### src/rtl/cgb_pkg.sv
package cgb_pkg;

    localparam int CGB_BANKS = 3;
    localparam int CGB_DW    = 32;
    localparam int CGB_AW    = 8;

    typedef enum logic [1:0] {
        CGB_OP_NONE,
        CGB_OP_SET,
        CGB_OP_CLR
    } cgb_op_e;

    // Address of the write-one-to-stop port of each bank
    function automatic logic [31:0] cgb_set_off(input int b);
        case (b)
            0:       return 32'h50;
            1:       return 32'h54;
            2:       return 32'hA0;
            default: return 32'hFFFF_FFFF;
        endcase
    endfunction

    // Address of the write-one-to-run port of each bank
    function automatic logic [31:0] cgb_clr_off(input int b);
        case (b)
            0:       return 32'h80;
            1:       return 32'h84;
            2:       return 32'hB0;
            default: return 32'hFFFF_FFFF;
        endcase
    endfunction

    // Positions that carry a real gate in each bank
    function automatic logic [31:0] cgb_pop_mask(input int b);
        case (b)
            0:       return 32'h0000_0004;
            1:       return 32'h6011_001A;
            2:       return 32'h0000_0FC0;
            default: return 32'h0000_0000;
        endcase
    endfunction

endpackage

### src/rtl/cgb_addr_decode.sv
module cgb_addr_decode
    import cgb_pkg::*;
#(
    parameter int ADDR_W    = CGB_AW,
    parameter int NUM_BANKS = CGB_BANKS,
    parameter int BIDX_W    = 2
) (
    input  logic [ADDR_W-1:0] addr,
    input  logic              wr,
    output cgb_op_e           op,
    output logic [BIDX_W-1:0] bank,
    output logic              hit
);

    always_comb begin
        op   = CGB_OP_NONE;
        bank = '0;
        hit  = 1'b0;
        for (int b = 0; b < NUM_BANKS; b++) begin
            if (addr == ADDR_W'(cgb_set_off(b))) begin
                hit  = 1'b1;
                bank = BIDX_W'(b);
                if (wr) op = CGB_OP_SET;
            end else if (addr == ADDR_W'(cgb_clr_off(b))) begin
                hit  = 1'b1;
                bank = BIDX_W'(b);
                if (wr) op = CGB_OP_CLR;
            end
        end
    end

endmodule

### src/rtl/cgb_gate_bank.sv
module cgb_gate_bank
    import cgb_pkg::*;
#(
    parameter int              DATA_W = CGB_DW,
    parameter logic [DATA_W-1:0] POP  = '0
) (
    input  logic              clk,
    input  logic              rst_n,
    input  logic              sel,
    input  cgb_op_e           op,
    input  logic [DATA_W-1:0] wmask,
    output logic [DATA_W-1:0] gate_q,
    output logic [DATA_W-1:0] en_q
);

    logic [DATA_W-1:0] gate_d;

    always_comb begin
        gate_d = gate_q;
        if (sel) begin
            unique case (op)
                CGB_OP_SET:  gate_d = gate_q | (wmask & POP);
                CGB_OP_CLR:  gate_d = gate_q & ~wmask;
                CGB_OP_NONE: gate_d = gate_q;
                default:     gate_d = gate_q;
            endcase
        end
    end

    always_ff @(posedge clk or negedge rst_n) begin
        if (!rst_n) begin
            gate_q <= '0;
            en_q   <= POP;
        end else begin
            gate_q <= gate_d;
            en_q   <= ~gate_d & POP;
        end
    end

endmodule

### src/rtl/clock_gate_bank.sv
module clock_gate_bank
    import cgb_pkg::*;
#(
    parameter int ADDR_W    = CGB_AW,
    parameter int DATA_W    = CGB_DW,
    parameter int NUM_BANKS = CGB_BANKS
) (
    input  logic                        clk,
    input  logic                        rst_n,
    input  logic [ADDR_W-1:0]           bus_addr,
    input  logic                        bus_wr,
    input  logic [DATA_W-1:0]           bus_wdata,
    output logic [DATA_W-1:0]           rd_data,
    output logic [NUM_BANKS*DATA_W-1:0] clk_en
);

    localparam int BIDX_W = (NUM_BANKS > 1) ? $clog2(NUM_BANKS) : 1;

    cgb_op_e                     dec_op;
    logic [BIDX_W-1:0]           dec_bank;
    logic                        dec_hit;
    logic [NUM_BANKS*DATA_W-1:0] gate_all;

    cgb_addr_decode #(
        .ADDR_W   (ADDR_W),
        .NUM_BANKS(NUM_BANKS),
        .BIDX_W   (BIDX_W)
    ) i_decode (
        .addr(bus_addr),
        .wr  (bus_wr),
        .op  (dec_op),
        .bank(dec_bank),
        .hit (dec_hit)
    );

    for (genvar b = 0; b < NUM_BANKS; b++) begin : g_bank
        cgb_gate_bank #(
            .DATA_W(DATA_W),
            .POP   (DATA_W'(cgb_pop_mask(b)))
        ) i_bank (
            .clk   (clk),
            .rst_n (rst_n),
            .sel   (dec_bank == BIDX_W'(b)),
            .op    (dec_op),
            .wmask (bus_wdata),
            .gate_q(gate_all[b*DATA_W +: DATA_W]),
            .en_q  (clk_en[b*DATA_W +: DATA_W])
        );
    end

    always_comb begin
        rd_data = '0;
        if (dec_hit) begin
            for (int b = 0; b < NUM_BANKS; b++) begin
                if (dec_bank == BIDX_W'(b)) rd_data = gate_all[b*DATA_W +: DATA_W];
            end
        end
    end

endmodule

### config.mk
export PLATFORM = sky130hd
export DESIGN_NAME = clock_gate_bank
export DESIGN_NICKNAME = d
export VERILOG_FILES = /design/src/rtl/cgb_pkg.sv /design/src/rtl/cgb_addr_decode.sv /design/src/rtl/cgb_gate_bank.sv /design/src/rtl/clock_gate_bank.sv
export SDC_FILE = /design/constraint.sdc
export NUM_CORES = 1
export LEC_CHECK = 0
export BUFFER_PORTS_ARGS = -buffer_cell sky130_fd_sc_hd__clkbuf_2
export CORE_UTILIZATION = 48
export CTS_BUF_LIST = sky130_fd_sc_hd__clkbuf_4 sky130_fd_sc_hd__clkbuf_8
export DETAILED_ROUTE_END_ITERATION = 10
export PLACE_DENSITY = 0.9
export SETUP_SLACK_MARGIN = 0.5
export SKIP_LAST_GASP = 1
export SYNTH_ARGS = -nofsm -noshare
export SYNTH_HDL_FRONTEND = slang
export SYNTH_SLANG_ARGS = --single-unit
### constraint.sdc
create_clock -name clk -period 1.3 [get_ports clk]
set_input_delay 0 -clock clk [delete_from_list [all_inputs] [get_ports clk]]
set_output_delay 0 -clock clk [all_outputs]
set_load 0.02 [all_outputs]
==> impl_metrics.env, run 1 <==
export IMPL_core_um2=11100
export IMPL_nFillCells=673
export IMPL_final_common_cell="dfrtp_1"
export IMPL_hold_viol_final=1
export IMPL_synthAdderAreaFrac_pct=0.449
export IMPL_root_buffer="clkbuf_8"
export IMPL_first_pass_iters=4
export IMPL_netlist_instances=535
export IMPL_synth_area_leaders="dfrtp_1 (43%), buf_4 (11%), a21boi_0 (11%)"
export IMPL_clockBufferDepth=2
export IMPL_arrival_ns=1.68
export IMPL_vias=4749
export IMPL_cts_tree="built"
export IMPL_design_area_um2=8020
export IMPL_tns_ns=-29.66
export IMPL_ir_drop_uv=694
export IMPL_layout_common_cells="dfrtp_1 (96), conb_1 (82), a21oi_2 (52)"
export IMPL_slowest_delay_ns=0.42
export IMPL_cts_buffers=9
export IMPL_ys_flop_type="dfrtp_1"
export IMPL_synth_distinct_cells=38
export IMPL_p_total_mw=6.32
export IMPL_clk_pin_slew_ns=0.10
export IMPL_seq_area_frac_synth_pct=49.7
export IMPL_clock_sinks=110
export IMPL_netlist_area_um2=5570
export IMPL_h_tree_depth=3
export IMPL_dp_hpwl_um=9580
export IMPL_path_cells="buf_8 -> buf_6 -> or3b_4 -> a211oi_4 -> buf_6 -> buf_12 -> a22oi_2 -> a21oi_2 -> buf_6"
export IMPL_die_y_um=110
export IMPL_areaGrowthSynthToFinish_pct=43.9
export IMPL_finalSetupViolations=142
export IMPL_grt_pass1_wl_um=23800
export IMPL_crit_required_ns=1.30
export IMPL_fin_nets=737
export IMPL_synth_simple_area_share_pct=8.43
export IMPL_rsz0062_at_grt="true"
export IMPL_power_density_nw_per_um2=789
export IMPL_placementRows=38
export IMPL_dieArea_um2=12000
export IMPL_place_ws_ns=-0.639
export IMPL_postSynthAreaPerCell_um2=10.4
export IMPL_worst_path_most_repeated_cell="buf_6"
export IMPL_routabilityCongestion=0.834
export IMPL_synthXorXnorAreaFrac_pct=0
export IMPL_antenna_found_initial=0
export IMPL_clkLatencyLatePin_ns=0.38
export IMPL_fmax_ghz=0.595
export IMPL_skew_ns=0.00851
export IMPL_diodes=0
export IMPL_ys_seq_elements=110
export IMPL_route_final_wire_length_um=16800
export IMPL_cp_max_fo=6
export IMPL_drt_iter0_markers=275
export IMPL_synth_area_mux_share_pct=0.180
export IMPL_synth_top_family_by_area="compound AO/OA/AOI/OAI gates"
export IMPL_startpoint_type="input port"
export IMPL_p_leak_nw=3.63
export IMPL_cp_slowest_cell="or3b_4"
export IMPL_drive_gt1_share_pct=44.0
export IMPL_setup_worst_path_class="in2out"
export IMPL_min_path_type="in2reg"
export IMPL_timing_final_crit_share_pct=129
export IMPL_end_kind="output pin"
export IMPL_startpoint="bus_addr[6]"
export IMPL_synth_edf_count=0
export IMPL_wl_per_cell_um=20.1
export IMPL_outcome="complete, but fails checks"
export IMPL_die_w_um=110
export IMPL_cap_violations=0
export IMPL_setup_ws_ns=-0.379
export IMPL_vias_per_cell=5.67
export IMPL_ff2ff_path_depth=2
export IMPL_yosysTopAreaCellShare_pct=43.1
export IMPL_crit_family="buffers and inverters"
export IMPL_ys_warn_count=0
export IMPL_hold_slack_ns=-0.00524
export IMPL_grtUsageTotal_pct=26.1
export IMPL_initial_utilization_pct=50.3
export IMPL_path_depth=9
export IMPL_portBuffers=88
export IMPL_stdcell_count=837
export IMPL_yosys_area_top_type="dfrtp_1"
export IMPL_reg2reg_slack_ns=0.46
export IMPL_drc_errors=0
export IMPL_min_period_ns=1.68
export IMPL_dp_cells=773
export IMPL_detail_route_antenna_nets=0
export IMPL_endpoint="rd_data[7]"
export IMPL_crit_buf_inv=5
export IMPL_slew_viol_final=0
export IMPL_io_pins=171
export IMPL_async_reset_ff_share_pct=100
export IMPL_gr_total_overflow=0
export IMPL_placed_cell_area_um2=6490
export IMPL_synth_compound_area_share_pct=25.8
export IMPL_first_global_vias=4604
export IMPL_violations="hold timing, setup timing"
export IMPL_grt_max_degree=31
## worst min-delay path by stage
stage / from / end / slack (ns) / cells after the start
global placement: rst_n / g_bank[0].i_bank.gate_q[19]$_DFFE_PN0P_ / -0.04 / 1
CTS: bus_wdata[25] / g_bank[2].i_bank.gate_q[25]$_DFFE_PN0P_ / 0.003 / 4
global route: bus_wdata[19] / g_bank[0].i_bank.gate_q[19]$_DFFE_PN0P_ / 0.01 / 4
finish: bus_wdata[18] / g_bank[0].i_bank.gate_q[18]$_DFFE_PN0P_ / -0.005 / 4
floorplan: rst_n / asynchronous set/reset pin / -0.30 / 0
detailed placement: rst_n / g_bank[0].i_bank.gate_q[18]$_DFFE_PN0P_ / -0.03 / 1
## layer usage
metal / routed length (µm) / part of all wire (%) / vias to the layer above / track usage [%]
met4: 571 / 3.4 / 0 / 9.90
met5: 0 / 0 / - / 0
met3: 1000 / 5.9 / 55 / 4.92
li1: - / - / 2033 / -
met2: 8600 / 51 / 266 / 45.7
met1: 6660 / 40 / 2395 / 32.1
## Yosys cell counts, types with 2 or more instances
master / count
dfstp_2: 14
a21boi_0: 79
o21a_1: 5
buf_1: 3
dfrtp_1: 96
nand2b_1: 14
inv_1: 25
clkbuf_1: 21
a22oi_1: 31
ha_1: 2
a21o_1: 16
nand3b_1: 32
buf_2: 6
a21oi_1: 78
nor2b_1: 3
buf_4: 85
nor3_1: 3
nand2_1: 2
## per-stage QoR
step | hold slack, ns | util (%)
finish | -0.00524 | 72.4
global route | 0.0101 | 72.4
CTS | 0.00319 | 66.3
detailed placement | -0.0313 | 58.6
global placement | -0.0390 | 58.6
floorplan | -0.296 | -
## what timing repair did
item	in CTS	in global routing
gates cloned	3	9
setup buffers	7	10
endpoints found under the hold margin	142	0
gates resized for setup	79	195
hold buffers	19	0
endpoints found under the setup margin	156	156
pin swaps	20	33
## area by class of cell
cell class / count / area (µm²) / area share (%)
sequential: 110 / 2770 / 34.6
multi-input combinational: 366 / 2770 / 34.6
timing repair buffer: 180 / 2000 / 24.9
tap: 140 / 175 / 2.19
clock buffer: 10 / 131 / 1.64
inverter: 25 / 93.8 / 1.17
clock inverter: 6 / 76.3 / 0.952
## power breakdown
part           internal (mW)  switching (mW)  leakage [nW]
sequential              3.44          0.0112          1.49
clock                  0.953            1.24         0.107
combinational          0.221           0.454          2.04
## tightest hold or removal path, stage by stage
cell	delay [ns]
clkbuf_2	0.08
inv_1	0.05
a21oi_2	0.06
a21boi_2	0.13
## cells by family (layout without fill, tap and decap cells)
family	Yosys count	after routing
AO/OA/AOI/OAI	215	215
adder cells (fa/ha/maj)	2	2
AND/OR/NAND/NOR	66	66
flip-flops	110	110
other	1	82
buffers and inverters	140	221
multiplexers	1	1
Note: power is estimated with default switching activity, not from simulation.
==> run 2, diff against run 1 <==
--- a/config.mk
+++ b/config.mk
@@ -6,12 +6,14 @@
 export NUM_CORES = 1
 export LEC_CHECK = 0
 export BUFFER_PORTS_ARGS = -buffer_cell sky130_fd_sc_hd__clkbuf_2
-export CORE_UTILIZATION = 48
+export CORE_ASPECT_RATIO = 0.75
+export CORE_UTILIZATION = 50
 export CTS_BUF_LIST = sky130_fd_sc_hd__clkbuf_4 sky130_fd_sc_hd__clkbuf_8
 export DETAILED_ROUTE_END_ITERATION = 10
-export PLACE_DENSITY = 0.9
+export PLACE_DENSITY = 0.91
 export SETUP_SLACK_MARGIN = 0.5
 export SKIP_LAST_GASP = 1
 export SYNTH_ARGS = -nofsm -noshare
 export SYNTH_HDL_FRONTEND = slang
+export SYNTH_HIERARCHICAL = 1
 export SYNTH_SLANG_ARGS = --single-unit
==> run 2 against run 1 <==
Net effect:
- the run ends with setup timing left
- global-route usage is 4.9 points higher
- critical endpoint is now rd_data[10]
- sequential cell count stayed put
- die area rose by 11%
- cell area up 15%
- setup slack got worse by 0.33 ns
- first-iteration DRC count rose by 110%
- critical path type unchanged
- non-clock buffer count increased by 31
- core utilization is 1.8 points higher
- register-to-register slack about the same
- wire length is 34% higher
- combinational power grew 12%
- clock power down 3%
==> impl_metrics.env, run 2 <==
export IMPL_hold_viol_final=0
export IMPL_crit_buf_inv=5
export IMPL_setup_ws_ns=-0.711
export IMPL_die_y_um=100
export IMPL_ff2ff_path_depth=1
export IMPL_multi_input_area_um2=3750
export IMPL_grt_pass1_wl_um=31300
export IMPL_cts_buffers=9
export IMPL_routabilityCongestion=0.837
export IMPL_diodes=0
export IMPL_reg2reg_slack_ns=0.47
export IMPL_worst_path_most_repeated_cell="buf_8"
export IMPL_ir_drop_uv=560
export IMPL_route_final_wire_length_um=22600
export IMPL_dp_hpwl_um=10600
export IMPL_regArea_um2=2770
export IMPL_crit_family="simple AND/OR/NAND/NOR gates"
export IMPL_grtUsageTotal_pct=31.0
export IMPL_placed_cell_area_um2=7250
export IMPL_seq_area_frac_synth_pct=43.1
export IMPL_clockBufferDepth=2
export IMPL_die_w_um=133
export IMPL_power_density_nw_per_um2=691
export IMPL_clockPowerShare_pct=33.6
export IMPL_placementRows=35
export IMPL_synth_edf_count=0
export IMPL_yosysMostFrequentCell="dfrtp_1"
export IMPL_path_cells="buf_8 -> buf_6 -> or3b_1 -> o21ai_1 -> and4b_2 -> buf_12 -> buf_8 -> mux2i_1 -> o21ai_1 -> and2_4 -> buf_8"
export IMPL_holdPathEnd="g_bank[2].i_bank/gate_q[20]$_DFFE_PN0P_"
export IMPL_clk_pin_slew_ns=0.10
export IMPL_finalSetupViolations=141
export IMPL_startpoint_type="input port"
export IMPL_initial_utilization_pct=51.9
export IMPL_vias_per_cell=5.87
export IMPL_clkLatencyLatePin_ns=0.40
export IMPL_gr_total_overflow=0
export IMPL_fin_nets=867
export IMPL_synth_common_cells="dfrtp_1 (96), buf_4 (86), o21a_1 (47)"
export IMPL_grt_max_degree=38
export IMPL_portBuffers=88
export IMPL_drc_errors=0
export IMPL_timing_final_crit_share_pct=155
export IMPL_ys_warn_count=6
export IMPL_antenna_found_initial=0
export IMPL_areaGrowthSynthToFinish_pct=43.0
export IMPL_hold_slack_ns=0.0424
export IMPL_fmax_ghz=0.497
export IMPL_h_tree_depth=3
export IMPL_async_reset_ff_share_pct=100
export IMPL_p_comb_share_pct=11.9
export IMPL_dieArea_um2=13300
export IMPL_first_pass_iters=7
export IMPL_final_common_cell="dfrtp_1"
export IMPL_sequentialPowerShare_pct=54.6
export IMPL_place_ws_ns=-0.698
export IMPL_power_switching_mw=1.75
export IMPL_arrival_ns=2.01
export IMPL_synth_area_leaders="dfrtp_1 (37%), buf_4 (10%), dfstp_2 (5.7%)"
export IMPL_cts_tree="built"
export IMPL_drive_gt1_share_pct=41.1
export IMPL_min_path_type="in2reg"
export IMPL_p_leak_nw=4.10
export IMPL_design_area_um2=9200
export IMPL_vias=5767
export IMPL_outcome="complete, but fails checks"
export IMPL_nFillCells=736
export IMPL_violations="setup timing"
export IMPL_netSwitchingFraction_pct=27.5
export IMPL_p_int_mw=4.61
export IMPL_wl_per_cell_um=23.0
export IMPL_netlist_instances=626
export IMPL_io_pins=171
export IMPL_ys_flop_type="dfrtp_1"
export IMPL_ys_seq_elements=110
export IMPL_setup_worst_path_class="in2out"
export IMPL_drt_iter0_markers=574
export IMPL_min_from="bus_wdata[20]"
export IMPL_first_global_vias=5621
export IMPL_rsz0062_at_grt="true"
export IMPL_clock_sinks=110
export IMPL_synth_distinct_cells=41
export IMPL_cp_max_fo=8
export IMPL_layout_common_cells="dfrtp_1 (96), conb_1 (82), clkbuf_2 (54)"
export IMPL_yosys_area_top_type="dfrtp_1"
export IMPL_cp_slowest_cell="or3b_1"
export IMPL_detail_route_antenna_nets=0
export IMPL_holdPathStages=3
export IMPL_postSynthAreaPerCell_um2=10.3
export IMPL_netlist_area_um2=6430
export IMPL_core_um2=12400
export IMPL_slowest_delay_ns=0.35
export IMPL_skew_ns=0.0169
export IMPL_min_period_ns=2.01
export IMPL_cap_violations=0
export IMPL_end_kind="output pin"
export IMPL_root_buffer="clkbuf_8"
export IMPL_yosysTopAreaCellShare_pct=37.4
export IMPL_crit_required_ns=1.30
export IMPL_slew_viol_final=0
run 2: cell count changes in the layout (fill, tap and decap cells not counted), moves of 19 or more:
| cell | delta |
|---|---|
| a21oi_2 | -51 |
| o21a_1 | +42 |
| buf_8 | +35 |
| o21ai_1 | +31 |
| a21boi_1 | -29 |
| and2_4 | +27 |
| a21oi_1 | -25 |
| mux2i_1 | +24 |
| nor2_1 | +22 |
| clkbuf_8 | -19 |
| inv_1 | -19 |
run 2: final cells by class:
class	instances	area share [%]
Tap cell	166	2.26
Multi-Input combinational cell	471	40.8
Timing Repair Buffer	211	24.3
Inverter	9	0.422
Clock inverter	2	0.163
Clock buffer	14	1.96
Sequential cell	110	30.1
run 2: cells by family after synthesis:
group | Yosys count | share of synthesized area (%)
compound gates | 147 | 15.9
fa+ha+maj | 12 | 2.34
buf+inv | 128 | 13.9
flops | 110 | 43.1
mux | 32 | 4.98
other cells | 3 | 0.175
simple gates | 194 | 19.6
run 2: per-stage QoR:
stage	utilization, %	power (mW)	TNS [ns]	instances
after global placement	58.5	4.07	-76.21	893
after global routing	74.2	6.54	-63.72	983
final	74.2	6.35	-60.72	983
after floorplan	-	4.03	-48.54	705
after CTS	71.5	6.24	-36.85	976
after detailed placement	58.5	4.08	-84.82	893
run 2: how the worst max path moves through the flow:
| stage | to | cells after the start | start | slack [ns] |
|---|---|---|---|---|
| 6_report | rd_data[10] | 11 | bus_addr[4] | -0.71 |
| 5_1_grt | rd_data[24] | 11 | bus_addr[4] | -0.73 |
| 4_1_cts | rd_data[21] | 11 | bus_addr[4] | -0.58 |
| 3_5_place_dp | register | 9 | bus_addr[7] | -0.70 |
| 3_3_place_gp | rd_data[20] | 11 | bus_addr[4] | -0.63 |
| 2_1_floorplan | register | 10 | bus_addr[6] | -0.74 |
run 2: power by group through the flow:
stage / Combinational (mW) / Sequential (mW) / Clock, mW
after global placement: 0.551 / 3.52 / 0
after CTS: 0.695 / 3.46 / 2.08
after global routing: 0.794 / 3.47 / 2.28
final: 0.754 / 3.47 / 2.13
after floorplan: 0.496 / 3.53 / 0
after detailed placement: 0.559 / 3.52 / 0
run 2: timing repair:
action / 4_1_cts / 5_1_grt
hold buffers: 33 / 0
setup endpoints to repair: 156 / 156
resized for setup: 177 / 87
gates cloned: 12 / 0
hold endpoints to repair: 198 / 0
pin swaps: 19 / 39
setup buffers: 22 / 7
run 2: layer usage:
metal  share of wire (%)  GRT usage, %  routed length [µm]  vias to the layer above
met3                 7.8          6.31                1760                      135
met1                  38          38.2                8590                     2867
li1                    -             -                   -                     2383
met5                   0             0                   0                        -
met2                  48          52.1               11000                      382
met4                 5.8          15.8                1320                        0
